$ cat config.mk
export PLATFORM = sky130hd
export DESIGN_NAME = spindle_preload
export DESIGN_NICKNAME = d
export VERILOG_FILES = /design/src/rtl/spindle_preload.sv
export SDC_FILE = /design/constraint.sdc
export NUM_CORES = 1
export LEC_CHECK = 0
export CORE_MARGIN = 2
export CORE_UTILIZATION = 52
export CTS_CLUSTER_DIAMETER = 100
export DETAILED_ROUTE_END_ITERATION = 10
export GPL_TIMING_DRIVEN = 0
export PLACE_DENSITY = 0.78
export SYNTH_ARGS = -nofsm -noshare
export SYNTH_HDL_FRONTEND = slang
export SYNTH_SLANG_ARGS = --single-unit
$ cat constraint.sdc
create_clock -name clk -period 1.8 [get_ports clk]
set_clock_uncertainty 0.2 [all_clocks]
set_input_delay 0.36 -clock clk [delete_from_list [all_inputs] [get_ports clk]]
set_output_delay 0.36 -clock clk [all_outputs]
set_load 0.05 [all_outputs]
$ cat src/rtl/spindle_preload.sv
module spindle_preload #(
  parameter logic [3:0] ADDR = 4'b0011,
  parameter int DEAD = 3
) (
  input  logic       clk,
  input  logic       rst_n,
  input  logic       wr_en,
  input  logic [3:0] wr_addr,
  input  logic [7:0] wr_data,
  input  logic       spin_clk,
  output logic [2:0] gate_hi,
  output logic [2:0] gate_lo,
  output logic       comm_run,
  output logic [2:0] comm_step
);

  localparam int CW = $clog2(DEAD + 1);

  logic [7:0] pre;
  logic [5:0] cmd;
  logic       spin_q;
  logic       spin_rise;
  logic       armed;
  logic       run;
  logic [2:0] step;
  logic [2:0] seq_hi, seq_lo;
  logic [2:0] want_hi, want_lo;
  logic [2:0] hi_q, lo_q;

  assign spin_rise = spin_clk & ~spin_q;
  assign armed     = &pre[5:0];

  always_ff @(posedge clk) begin
    if (!rst_n) begin
      pre    <= '0;
      spin_q <= 1'b0;
    end else begin
      spin_q <= spin_clk;
      if (wr_en && wr_addr == ADDR) pre <= wr_data;
    end
  end

  always_ff @(posedge clk) begin
    if (!rst_n) begin
      cmd  <= '0;
      run  <= 1'b0;
      step <= '0;
    end else if (spin_rise) begin
      cmd <= pre[5:0];
      if (armed) begin
        run  <= 1'b1;
        step <= !run ? 3'd0 : (step == 3'd5 ? 3'd0 : step + 3'd1);
      end else begin
        run  <= 1'b0;
        step <= 3'd0;
      end
    end
  end

  always_comb begin
    case (step)
      3'd0:    begin seq_hi = 3'b010; seq_lo = 3'b100; end
      3'd1:    begin seq_hi = 3'b010; seq_lo = 3'b001; end
      3'd2:    begin seq_hi = 3'b100; seq_lo = 3'b001; end
      3'd3:    begin seq_hi = 3'b100; seq_lo = 3'b010; end
      3'd4:    begin seq_hi = 3'b001; seq_lo = 3'b010; end
      3'd5:    begin seq_hi = 3'b001; seq_lo = 3'b100; end
      default: begin seq_hi = 3'b000; seq_lo = 3'b000; end
    endcase
  end

  assign want_hi = run ? seq_hi : cmd[5:3];
  assign want_lo = run ? seq_lo : (cmd[2:0] & ~cmd[5:3]);

  for (genvar i = 0; i < 3; i++) begin : g_phase
    logic [CW-1:0] cnt;

    always_ff @(posedge clk) begin
      if (!rst_n) begin
        hi_q[i] <= 1'b0;
        lo_q[i] <= 1'b0;
        cnt     <= '0;
      end else if ((hi_q[i] && !want_hi[i]) || (lo_q[i] && !want_lo[i])) begin
        hi_q[i] <= 1'b0;
        lo_q[i] <= 1'b0;
        cnt     <= CW'(DEAD);
      end else if (!hi_q[i] && !lo_q[i]) begin
        if (cnt != '0)   cnt     <= cnt - 1'b1;
        else if (want_hi[i]) hi_q[i] <= 1'b1;
        else if (want_lo[i]) lo_q[i] <= 1'b1;
      end
    end

    assert_no_overlap_R5: assert property (@(posedge clk) disable iff (!rst_n)
      !(hi_q[i] && lo_q[i]));
    assert_lo_gap_R6: assert property (@(posedge clk) disable iff (!rst_n)
      $rose(lo_q[i]) |-> !$past(hi_q[i]));
    assert_hi_gap_R6: assert property (@(posedge clk) disable iff (!rst_n)
      $rose(hi_q[i]) |-> !$past(lo_q[i]));
  end

  assign gate_hi   = hi_q;
  assign gate_lo   = lo_q;
  assign comm_run  = run;
  assign comm_step = step;

  assert_hold_R2: assert property (@(posedge clk) disable iff (!rst_n)
    !spin_rise |=> $stable(cmd) && $stable(step) && $stable(run));
  assert_arm_R7: assert property (@(posedge clk) disable iff (!rst_n)
    $rose(run) |-> step == 3'd0 && $past(pre[5:0]) == 6'h3F);
  assert_step_range_R8: assert property (@(posedge clk) disable iff (!rst_n)
    step <= 3'd5);
  assert_idle_R9: assert property (@(posedge clk) disable iff (!rst_n)
    !run |-> step == 3'd0);

endmodule

==> run summary <==
Antenna diode count: 0. The maximum number of pins on one net before global-route repair was 11; the global-route wire length before repair was 5.76 mm. The mean cell area of the mapped netlist is 9.03 um^2, and the area of the core is 2980 um^2. In this run the number of H-tree levels came out at 2. The number of instances on the worst hold path came out at 2. The cell with the biggest individual delay on the critical path is sky130_fd_sc_hd__clkdlybuf4s15_1.

The run gives 74 as the iteration-0 DRC count of the detailed router. The routed wire length is 3.35 mm. After synthesis the cells add up to 1590 um^2.

The count of buffers added on input and output ports is 23. Among cell families on the critical path, the largest total delay comes from buffers and inverters. The worst voltage drop across the vdd grid is 0.000484 V. The die is 59.3 um wide. The tools report the post-placement setup slack as -491 ps.

Measured in cells, the most critical reg-to-reg path has a length of 6. In the routed layout, each cell is associated on average with a via count of 5.75. The worst setup path is captured at a primary output. Max-cap violations in this run came to 0. Global-route usage over all layers: 21.7%. The number of max-slew violations in the final report was 0; the worst-path maximum fanout was 3. The wire-length estimate of the detail-placed layout is 2.50 mm.

The run gives 0 as the number of antenna violations at the first check in global routing. In this run the worst hold path is classified as flip-flop to flip-flop. Clock tree synthesis found a total of 29 sinks. The tools report the library cell used as clock root buffer as sky130_fd_sc_hd__clkbuf_4. The number of global-route vias before repair was 1366; the site row count was 20.

The logs give 0 for the hold buffer count at cts and 3510 um^2 for the area enclosed by the die boundary. Setup slack of the most critical reg-to-reg path: 80 ps. TritonCTS built the clock tree.

Clock-pin slew was measured on the worst setup and hold paths at 90 ps. For this design the ratio of total power to cell area is 875 nW/um^2. Before antenna repair, the detailed router went through 4 iterations. Path length in cells of the critical path: 1. The clock period could shrink to 1780 ps. Data on the critical path is required at its endpoint by 1240 ps. Once placement completed, the tool counted placed cells totaling 232. In the synthesized netlist the dominant register cell turns out to be sky130_fd_sc_hd__dfxtp_1. The remaining design rule violation count is 0, and the critical path arrival is 1220 ps.

Category of the worst setup path launch point: a flip-flop. Yosys mapped a number of flops with a built-in enable equal to 0. After the last flow step, the layout net total stands at 226.

Of the available clock period, the critical path in the final layout requires 99.1%. The number of standard cells in the final layout excluding fillers is 240, and the fraction of registers with async set/reset is 0%. Dividing the detail-routed wire length by the instance count gives 14.0 um. The logs give 0 for the final-report hold violation count and 0.826 for the final weighted congestion in routability-driven placement.

Ranked by total cell area, the synthesized netlist is headed by sky130_fd_sc_hd__dfxtp_1 (37%), sky130_fd_sc_hd__nand2_1 (4.0%), sky130_fd_sc_hd__ha_1 (3.1%), sky130_fd_sc_hd__a21oi_1 (2.8%), sky130_fd_sc_hd__a21boi_0 (2.8%). Once the floorplan was initialized, standard cells occupied 53.4% of the core. Fill cells in the final layout number 239. The run gives 1379 as the detailed-route via count.

The run finished with clean final reports. The number of clock buffers inserted by TritonCTS is 5. The largest stage delay on the critical path works out to 510 ps. Static timing analysis puts the maximum clock frequency at 561 MHz. Transition time of the tightest slew-check pin: 486 ps.

The library cell with the largest summed area after synthesis is sky130_fd_sc_hd__dfxtp_1. The overall overflow remaining after global route is 0. The logs give 67.8% for the worst relative slew slack and 36.5% for the sequential fraction of the synthesis area.

For this design the static power due to leakage is 0.734 nW. The Yosys step of the flow raised 0 warnings. The synthesized instance count came out at 176. Traced cell by cell, the critical path runs through clkdlybuf4s15_1. The layout cell share with drive strength beyond 1 came out at 18.4%.

Synthesis produced a netlist with a net count of 196. Setup repair after global routing could not meet its margin everywhere. The synthesized design contains 29 register bits. After layout, the worst setup slack is 16.0 ps. Die height: 59.3 um. The sum of buffers and inverters on the critical path was 1; the layout overhead on the synthesized area was 24.6%. In this run the remaining antenna-violating nets after routing total 0.

The post-synthesis cell type count is 56, and the worst-skew pair later-pin latency is 330 ps. The area share of the leading cell type in the synthesized netlist is 36.5%, and the number of buffers inserted by post-CTS setup repair is 0. The I/O pin count is 26.

The clock passes through at most 2 buffers. Setup violations remaining at the end of the flow were counted as 0. Summed over all failing endpoints, the final setup total negative slack is 0 ps. By startpoint and endpoint, the worst setup path is classified as flip-flop to primary output.
==> cell usage after synthesis (all sizes together) (3+ instances only) <==
library cell and n:
nand2 17, and3 7, or3 3, or3b 4, buf 6, nor3b 3, nor2b 5, a21boi 6
o211ai 3, dfxtp 29, nand3 4, o21a 6, clkbuf 6, mux2 3, ha 4, a31oi 6
a21oi 9, nor2 3, inv 11, nand2b 4, xnor2 3
==> layer usage <==
layer / up-vias / GRT usage [%] / part of all wire (%)
met4: 0 / 10.4 / 2.1
met2: 31 / 38.6 / 50
li1: 698 / - / -
met1: 641 / 24.4 / 44
met3: 9 / 4.59 / 4.1
met5: - / 0 / 0
==> cells in the final DEF (no fill, tap or decap), drive strengths merged, types with 5 or more instances in the layout <==
cell and instances:
clkdlybuf4s50 13, inv 11, dfxtp 29, a31oi 6
nand2 17, a21boi 6, nor2b 5, clkdlybuf4s15 8
o21a 6, a21oi 9, buf 6, and3 7
clkbuf 13
==> timing repair <==
item,4_1_cts,5_1_grt
gates cloned,0,0
setup endpoints to repair,20,17
gates resized for setup,21,9
==> per-stage QoR <==
stage / util (%) / total power, mW / area (um^2) / hold slack (ps)
after floorplan: - / 1.15 / 1620 / 231
final: 66.5 / 1.73 / 1980 / 255
after detailed placement: 63.6 / 1.27 / 1890 / 242
after global routing: 66.5 / 1.83 / 1980 / 284
after global placement: 63.6 / 1.22 / 1890 / 241
after CTS: 66.0 / 1.72 / 1960 / 256
==> logic make-up (layout without fill, tap and decap cells) <==
logic type	count (synthesis)	in the layout	share of synthesized area (%)
AOI/OAI and AO/OA	47	47	21.9
adders and majority gates	4	4	3.15
muxes	4	4	2.76
and+or+nand+nor	64	64	25.6
DFF	29	29	36.5
xor gates and xnor gates	5	5	2.76
buffers and inverters	23	54	7.32
==> worst paths after layout <==
check,start,to
max,gate_lo[0],gate_lo[0]
min,cmd[2],cmd[2]
min reg2reg,cmd[2],cmd[2]
max reg2reg,comm_step[1],gate_lo[2]
==> state kept, by name, indices dropped and copies added (netlist names) <==
name,cells
gate_lo,3
pre,6
comm_step,3
gate_hi,3
cmd,6
g_phase.cnt,6
spin_q,1
comm_run,1
==> power by group <==
group | internal (mW) | leakage [nW] | switching [mW]
registers | 0.702 | 0.238 | 0.0192
logic | 0.296 | 0.455 | 0.254
clock network | 0.226 | 0.0413 | 0.234
total | 1.22 | 0.734 | 0.508
==> area by class of cell <==
cell class / count / area [um^2] / area share (%)
Tap cell: 33 / 41.3 / 2.08
Clock inverter: 1 / 5.00 / 0.253
Multi-Input combinational cell: 124 / 917 / 46.3
Buffer: 12 / 86.3 / 4.36
Timing Repair Buffer: 23 / 234 / 11.8
Sequential cell: 29 / 591 / 29.8
Clock buffer: 7 / 65.1 / 3.28
Inverter: 11 / 41.3 / 2.08
No activity file was read; power rests on OpenSTA's default activity.
